### config.mk
export PLATFORM = sky130hd
export DESIGN_NAME = spim_ctrl
export DESIGN_NICKNAME = d
export VERILOG_FILES = /design/src/rtl/spim_pkg.sv /design/src/rtl/spim_fifo.sv /design/src/rtl/spim_shift.sv /design/src/rtl/spim_csel.sv /design/src/rtl/spim_ctrl.sv
export SDC_FILE = /design/constraint.sdc
export NUM_CORES = 1
export LEC_CHECK = 0
export ABC_AREA = 1
export BUFFER_PORTS_ARGS = -buffer_cell sky130_fd_sc_hd__buf_2
export CORE_UTILIZATION = 56
export CTS_CLUSTER_DIAMETER = 150
export DETAILED_ROUTE_END_ITERATION = 10
export GPL_TIMING_DRIVEN = 0
export HOLD_SLACK_MARGIN = 0.05
export PLACE_DENSITY_LB_ADDON = 0.05
export SYNTH_ARGS = -nofsm -noshare
export SYNTH_HDL_FRONTEND = slang
export SYNTH_SLANG_ARGS = --single-unit
export TNS_END_PERCENT = 30
### constraint.sdc
create_clock -name clk -period 5.35 [get_ports clk]
set_input_delay 1.07 -clock clk [delete_from_list [all_inputs] [get_ports clk]]
set_output_delay 1.07 -clock clk [all_outputs]
set_load 0.02 [all_outputs]
### src/rtl/spim_pkg.sv
package spim_pkg;
  localparam int DATA_W     = 8;
  localparam int FIFO_DEPTH = 16;
  localparam int RX_THRESH  = 12;
  localparam int NUM_CS     = 3;
  localparam int DIV_W      = 16;
  localparam int LEN_W      = 16;

  typedef enum logic [3:0] {
    A_CTRL = 4'h0,
    A_DATA = 4'h4,
    A_DIV  = 4'h8,
    A_LEN  = 4'hC
  } reg_addr_e;

  // control word field positions
  localparam int B_SEL     = 0;
  localparam int B_CPHA    = 2;
  localparam int B_CPOL    = 3;
  localparam int B_CLR_TX  = 4;
  localparam int B_CLR_RX  = 5;
  localparam int B_CSPOL   = 6;
  localparam int B_ACTIVE  = 7;
  localparam int B_IE_DONE = 9;
  localparam int B_IE_RX   = 10;
  localparam int B_RDEN    = 12;
  localparam int B_DONE    = 16;
  localparam int B_RXD     = 17;
  localparam int B_TXD     = 18;
  localparam int B_RXR     = 19;
  localparam int B_RXF     = 20;
  localparam int B_SPOL    = 21;

  localparam logic [31:0] CTRL_WMASK = 32'h00E0_16CF;
endpackage

### src/rtl/spim_fifo.sv
module spim_fifo #(
  parameter int W     = 8,
  parameter int DEPTH = 16
) (
  input  logic                       clk,
  input  logic                       rst_n,
  input  logic                       flush,
  input  logic                       push,
  input  logic [W-1:0]               din,
  input  logic                       pop,
  output logic [W-1:0]               dout,
  output logic [$clog2(DEPTH):0]     level
);
  localparam int AW = $clog2(DEPTH);
  localparam logic [AW:0] LVL_FULL = (AW+1)'(DEPTH);

  logic [W-1:0]  mem [DEPTH];
  logic [AW-1:0] wp, rp;
  logic          do_push, do_pop;

  assign do_push = push && (level != LVL_FULL);
  assign do_pop  = pop && (level != '0);
  assign dout    = mem[rp];

  always_ff @(posedge clk) begin
    if (do_push && !flush) mem[wp] <= din;
  end

  always_ff @(posedge clk or negedge rst_n) begin
    if (!rst_n) begin
      wp    <= '0;
      rp    <= '0;
      level <= '0;
    end else if (flush) begin
      wp    <= '0;
      rp    <= '0;
      level <= '0;
    end else begin
      if (do_push) wp <= wp + 1'b1;
      if (do_pop)  rp <= rp + 1'b1;
      case ({do_push, do_pop})
        2'b10:   level <= level + 1'b1;
        2'b01:   level <= level - 1'b1;
        default: level <= level;
      endcase
    end
  end

  // a push into a full FIFO leaves the level unchanged
  a_r8_no_overflow: assert property (@(posedge clk) disable iff (!rst_n)
    (push && level == LVL_FULL && !pop && !flush) |=> level == LVL_FULL);
endmodule

### src/rtl/spim_shift.sv
module spim_shift #(
  parameter int DW = 8,
  parameter int HW = 15
) (
  input  logic          clk,
  input  logic          rst_n,
  input  logic          enable,
  input  logic          cpol,
  input  logic          cpha,
  input  logic [HW-1:0] half_div,
  input  logic          start,
  input  logic [DW-1:0] tx_byte,
  input  logic          din,
  output logic          busy,
  output logic          last_tick,
  output logic          sclk,
  output logic          mosi,
  output logic [DW-1:0] rx_byte
);
  localparam int EDGES  = 2 * DW;
  localparam int HALVES = EDGES + 2;
  localparam int CW     = $clog2(HALVES);

  logic [HW-1:0] hcnt, half_lim;
  logic [CW-1:0] h;
  logic          ph, tick;
  logic [DW-1:0] sreg, rsh;

  assign half_lim  = (half_div == '0) ? {HW{1'b1}} : half_div - 1'b1;
  assign tick      = busy && (hcnt >= half_lim);
  assign last_tick = enable && tick && (h == CW'(HALVES - 1));
  assign sclk      = cpol ^ ph;
  assign mosi      = sreg[DW-1];
  assign rx_byte   = rsh;

  always_ff @(posedge clk or negedge rst_n) begin
    if (!rst_n) begin
      busy <= 1'b0;
      hcnt <= '0;
      h    <= '0;
      ph   <= 1'b0;
      sreg <= '0;
      rsh  <= '0;
    end else if (!enable) begin
      busy <= 1'b0;
      hcnt <= '0;
      h    <= '0;
      ph   <= 1'b0;
    end else begin
      if (busy) begin
        if (tick) begin
          hcnt <= '0;
          if (h < CW'(EDGES)) begin
            ph <= ~ph;
            if (h[0] == cpha)  rsh  <= {rsh[DW-2:0], din};
            else if (h != '0)  sreg <= {sreg[DW-2:0], 1'b0};
          end
          if (h == CW'(HALVES - 1)) begin
            busy <= 1'b0;
            h    <= '0;
          end else begin
            h <= h + 1'b1;
          end
        end else begin
          hcnt <= hcnt + 1'b1;
        end
      end
      if (start) begin
        busy <= 1'b1;
        sreg <= tx_byte;
        hcnt <= '0;
        h    <= '0;
        ph   <= 1'b0;
      end
    end
  end

  // the half-period index never leaves the byte frame
  a_r4_frame_bound: assert property (@(posedge clk) disable iff (!rst_n)
    busy |-> h < CW'(HALVES));
  // an idle shifter holds the clock at its idle level
  a_r4_idle_level: assert property (@(posedge clk) disable iff (!rst_n)
    !busy |-> sclk == cpol);
endmodule

### src/rtl/spim_csel.sv
module spim_csel #(
  parameter int N = 3
) (
  input  logic                   clk,
  input  logic                   rst_n,
  input  logic                   active,
  input  logic [$clog2(N+1)-1:0] sel,
  input  logic                   common_pol,
  input  logic [N-1:0]           pol,
  output logic [N-1:0]           cs_o
);
  localparam int SW = $clog2(N + 1);

  logic [N-1:0] hit;

  for (genvar i = 0; i < N; i++) begin : g_sel
    logic lvl;
    assign lvl     = pol[i] | common_pol;
    assign hit[i]  = active && (sel == SW'(i));
    assign cs_o[i] = hit[i] ? lvl : ~lvl;
  end

  // at most one select is driven to its active level
  a_r6_one_select: assert property (@(posedge clk) disable iff (!rst_n)
    $onehot0(hit));
endmodule

### src/rtl/spim_ctrl.sv
module spim_ctrl
  import spim_pkg::*;
#(
  parameter int DEPTH  = FIFO_DEPTH,
  parameter int THRESH = RX_THRESH
) (
  input  logic        clk,
  input  logic        rst_n,
  input  logic        reg_we,
  input  logic        reg_re,
  input  logic [3:0]  reg_addr,
  input  logic [31:0] reg_wdata,
  output logic [31:0] reg_rdata,
  output logic        irq,
  output logic        sclk,
  output logic        mosi_o,
  output logic        mosi_oe,
  input  logic        mosi_i,
  input  logic        miso_i,
  output logic [2:0]  cs_o
);
  localparam int LW = $clog2(DEPTH) + 1;
  localparam logic [LW-1:0] LVL_FULL = LW'(DEPTH);
  localparam logic [LW-1:0] LVL_THR  = LW'(THRESH);

  logic [31:0]       ctrl_word;
  logic [DIV_W-1:0]  div_q;
  logic [LEN_W-1:0]  len_q;
  logic              wr_ctrl, wr_data, wr_div, wr_len, rd_data;
  logic              tx_flush, rx_flush;
  logic [LW-1:0]     tx_lvl, rx_lvl;
  logic [DATA_W-1:0] tx_head, rx_head, rx_byte;
  logic              tx_empty, tx_full, rx_empty, rx_full, rx_ready;
  logic              active, sh_busy, last_tick, start, done, din;
  logic [31:0]       status;

  assign wr_ctrl  = reg_we && (reg_addr == A_CTRL);
  assign wr_data  = reg_we && (reg_addr == A_DATA);
  assign wr_div   = reg_we && (reg_addr == A_DIV);
  assign wr_len   = reg_we && (reg_addr == A_LEN);
  assign rd_data  = reg_re && (reg_addr == A_DATA);
  assign tx_flush = wr_ctrl && reg_wdata[B_CLR_TX];
  assign rx_flush = wr_ctrl && reg_wdata[B_CLR_RX];

  always_ff @(posedge clk or negedge rst_n) begin
    if (!rst_n) begin
      ctrl_word <= '0;
      div_q     <= '0;
      len_q     <= '0;
    end else begin
      if (wr_ctrl) ctrl_word <= reg_wdata & CTRL_WMASK;
      if (wr_div)  div_q     <= reg_wdata[DIV_W-1:0];
      if (wr_len)              len_q <= reg_wdata[LEN_W-1:0];
      else if (last_tick && len_q != '0) len_q <= len_q - 1'b1;
    end
  end

  assign active   = ctrl_word[B_ACTIVE];
  assign tx_empty = (tx_lvl == '0);
  assign tx_full  = (tx_lvl == LVL_FULL);
  assign rx_empty = (rx_lvl == '0);
  assign rx_full  = (rx_lvl == LVL_FULL);
  assign rx_ready = (rx_lvl >= LVL_THR);
  assign start    = active && !tx_empty && (!sh_busy || last_tick);
  assign done     = active && tx_empty && !sh_busy;
  assign din      = ctrl_word[B_RDEN] ? mosi_i : miso_i;
  assign mosi_oe  = !ctrl_word[B_RDEN];
  assign irq      = (done && ctrl_word[B_IE_DONE]) || (rx_ready && ctrl_word[B_IE_RX]);

  spim_fifo #(.W(DATA_W), .DEPTH(DEPTH)) u_txq (
    .clk(clk), .rst_n(rst_n), .flush(tx_flush),
    .push(wr_data), .din(reg_wdata[DATA_W-1:0]),
    .pop(start), .dout(tx_head), .level(tx_lvl)
  );

  spim_fifo #(.W(DATA_W), .DEPTH(DEPTH)) u_rxq (
    .clk(clk), .rst_n(rst_n), .flush(rx_flush),
    .push(last_tick), .din(rx_byte),
    .pop(rd_data), .dout(rx_head), .level(rx_lvl)
  );

  spim_shift #(.DW(DATA_W), .HW(DIV_W-1)) u_shift (
    .clk(clk), .rst_n(rst_n), .enable(active),
    .cpol(ctrl_word[B_CPOL]), .cpha(ctrl_word[B_CPHA]),
    .half_div(div_q[DIV_W-1:1]), .start(start), .tx_byte(tx_head),
    .din(din), .busy(sh_busy), .last_tick(last_tick),
    .sclk(sclk), .mosi(mosi_o), .rx_byte(rx_byte)
  );

  spim_csel #(.N(NUM_CS)) u_csel (
    .clk(clk), .rst_n(rst_n), .active(active),
    .sel(ctrl_word[B_SEL+:2]), .common_pol(ctrl_word[B_CSPOL]),
    .pol(ctrl_word[B_SPOL+:NUM_CS]), .cs_o(cs_o)
  );

  always_comb begin
    status         = '0;
    status[B_DONE] = done;
    status[B_RXD]  = !rx_empty;
    status[B_TXD]  = !tx_full;
    status[B_RXR]  = rx_ready;
    status[B_RXF]  = rx_full;
  end

  always_comb begin
    case (reg_addr)
      A_CTRL:  reg_rdata = ctrl_word | status;
      A_DATA:  reg_rdata = rx_empty ? 32'd0 : {{(32-DATA_W){1'b0}}, rx_head};
      A_DIV:   reg_rdata = {{(32-DIV_W){1'b0}}, div_q};
      A_LEN:   reg_rdata = {{(32-LEN_W){1'b0}}, len_q};
      default: reg_rdata = '0;
    endcase
  end

  // a transmit flush leaves the FIFO empty on the next cycle
  a_r2_flush_tx: assert property (@(posedge clk) disable iff (!rst_n)
    tx_flush |=> tx_empty);
  // a drained active transfer with its enable raises the interrupt
  a_r3_done_irq: assert property (@(posedge clk) disable iff (!rst_n)
    (active && tx_empty && !sh_busy && ctrl_word[B_IE_DONE]) |-> irq);
  // each completed byte takes one count off a nonzero length
  a_r9_len_step: assert property (@(posedge clk) disable iff (!rst_n)
    (last_tick && len_q != '0 && !wr_len) |=> len_q == $past(len_q) - 1'b1);
  // the line is released whenever read-enable is set
  a_r7_release: assert property (@(posedge clk) disable iff (!rst_n)
    $rose(ctrl_word[B_RDEN]) |-> !mosi_oe);
endmodule

==> results.cfg <==
[cts]
post_cts_resized = 0
cts_hold_buf = 0
cts_buffers = 40
clock_path_buffers = 3
cts_tree = built
h-tree-depth = 2
cts_setup_buffers = 0
clk_pin_slew_worst_paths_ns = 0.06
cts_sinks = 364
root_buffer = clkbuf_16
clkLatencyLatePin_ns = 0.54

[placed_design]
place_ws_ns = 0.6197
dpl.hpwl_mm = 29.86
dpl.cell_count = 2098
gp_congestion = 0.9065
portBuffers = 59

[setup_path]
r2r_slack_ns = 0.64
worstPathRequired_ns = 5.76
timing.rr.start = div_q[3]
cpMaxStageDelayCell = dfrtp_1
endpoint_kind = flip-flop
reg2reg_to = u_rxq.level[4]
critPathMaxStageDelay_ns = 0.46
crit_path_start_kind = flip-flop
r2r_cells = 30
cp_common_cell = inv_1
worst-path-max-fanout = 6
path_class = reg2reg
arrival_ns = 5.11

[yosys]
yosys-top-cells-count = nand2_1 (262), edfxtp_1 (256), nor2_1 (237), o21ai_0 (180), inv_1 (133)
synth_top_area_share_pct = 45.72
ys_types = 57
synth_top_flop_cell = edfxtp_1
synth_edf_count = 256
yosysMostFrequentCell = nand2_1
ys_warn_count = 0
synth_seq_cells = 364
synth_area_leaders = edfxtp_1 (46%), dfrtp_1 (16%), nand2_1 (5.8%)
synth_seq_area_share_pct = 61.79
syn_inst = 1641
async_reset_ff_share_pct = 29.67
yosysTopAreaCell = edfxtp_1
synth_area_um2 = 16810
syn_avg_cell_area_um2 = 10.25

[global_routing]
grt_antenna_before_repair = 0
grt_pass1_vias = 12232
grt_start_max_net_pins = 70
gr-total-overflow = 0
grt_pass1_wl_mm = 68.47
grtUsageTotal_pct = 29.34

[finish]
syn_to_final_growth_pct = 12.55
n_antenna_cell = 0
finalNetCount = 1829
fill_cells = 2326
drive_above_1_share_pct = 9.371
final_cells = 2172

[power]
p_per_area_nw_per_um2 = 433.4
ir_drop_uv = 337.4
leakagePower_nw = 7.377

[die]
io_pins = 81
die_width_um = 175.3
initial_utilization_pct = 56.88
row_count = 63
die_h_um = 175.3
core-area_um2 = 29560
die-area_um2 = 30720

[sta]
holdWs_ns = 0.4535
tightest_slew_ns = 0.9964
fin_crit_sh_pct = 87.98
hold_violations = 0
period_needed_ns = 4.707
rsz0062_at_grt = false
fmax_mhz = 212.5
finalMaxSlewViolations = 0
fin_ws_ns = 0.6432
setup_violations = 0
relSlewSlack_pct = 33.33
finClkSkew_ns = 0.02194
tns_ns = 0

[routing]
final_antenna_net_count = 0
drc = 0
dr.pass1.iters = 6
routed_via_density = 5.791
drtIter0Drc = 1108
wl_mm = 43.78
via_count = 12579
wl_per_cell_um = 20.15

[status]
status = complete, no violations

[run]
max_cap_violations = 0

[hold_path]
hold_path_class = in2async
kinds of logic after synthesis:
kind of cell | Yosys count | synth area share (%)
and+or+nand+nor | 611 | 15.27
xor gates and xnor gates | 33 | 1.719
DFF | 364 | 61.79
AOI/OAI and AO/OA | 376 | 13.11
muxes | 2 | 0.1339
other | 1 | 0.02230
adders and majority gates | 37 | 2.798
buffers and inverters | 217 | 5.150
per-layer routing:
layer / track usage, % / vias up / wire length, um
li1: - / 5915 / -
met1: 40.59 / 6075 / 18590
met2: 47.64 / 481 / 20820
met3: 3.420 / 108 / 2830
met4: 11.70 / 0 / 1535
met5: 0 / - / 0
cell type report:
type	instances	area (um2)	area share [%]
plain buffers	73	322.8	1.706
clock buffers	54	1085	5.732
clock inverters	20	182.7	0.9653
inverters	144	543.0	2.869
multi-input cells	1067	5584	29.51
flip-flops and latches	364	10390	54.90
well taps	390	488.0	2.579
repair buffers	60	329.1	1.739
flip-flops by register name, summed over array words and instances, names as in the netlist:
register and flops:
u_rxq.mem 128, u_txq.mem 128, div_q 16, len_q 16, u_shift.hcnt 15, ctrl_word 12
u_shift.rx_byte 8, u_shift.sreg 8, u_rxq.level 5, u_shift.h 5, u_txq.level 5, u_rxq.rp 4
u_rxq.wp 4, u_txq.rp 4, u_txq.wp 4, u_shift.busy 1, u_shift.ph 1
cells in the final DEF (no fill, tap or decap), types with 4 or more instances in the layout:
master,n
clkbuf_1,72
inv_2,7
clkbuf_16,41
o22ai_1,37
a22oi_1,4
buf_4,8
nor2_1,237
ha_1,36
nor3_1,14
clkinv_1,8
nand3_1,51
conb_1,8
xor2_1,28
dfrtp_1,108
a32o_1,5
o221ai_1,31
clkinv_2,8
xnor2_1,5
o21ai_1,13
a31oi_1,5
o211ai_1,4
nand2_1,262
nor2_2,7
nor2_4,4
buf_2,61
inv_1,133
edfxtp_1,256
a21oi_1,74
nand4_1,16
o21ai_0,180
where the power goes:
part / total (mW) / switching (mW) / internal, mW
combinational: 2.18 / 1.52 / 0.655
sequential: 3.35 / 0.161 / 3.19
clock: 2.68 / 1.10 / 1.57
worst max path at each step:
stage / startpoint / to / slack [ns]
2_1_floorplan: div_q[3] / u_rxq.level[4] / 1.34
3_3_place_gp: div_q[3] / u_rxq.level[4] / 0.69
3_5_place_dp: div_q[3] / u_rxq.level[4] / 0.62
4_1_cts: div_q[3] / u_rxq.level[4] / 0.60
5_1_grt: div_q[3] / u_rxq.level[4] / 0.09
6_report: div_q[3] / u_rxq.level[4] / 0.64
metrics by stage:
step | instance area (um2) | utilization [%] | total power [mW]
floorplan | 16840 | - | 4.811
global placement | 17620 | 59.62 | 5.492
detailed placement | 17660 | 59.73 | 5.535
CTS | 18920 | 64.02 | 8.208
global route | 18920 | 64.02 | 8.609
finish | 18920 | 64.02 | 8.202
critical path: cells and delay by family (launching register included):
family / cells / cell delay, ns
AND/OR/NAND/NOR: 16 / 2.07
AO/OA/AOI/OAI: 5 / 0.66
adder cells (fa/ha/maj): 2 / 0.60
flip-flops: 1 / 0.46
buffers and inverters: 5 / 0.44
XOR/XNOR: 2 / 0.34
(Power assumes the default switching activity.)
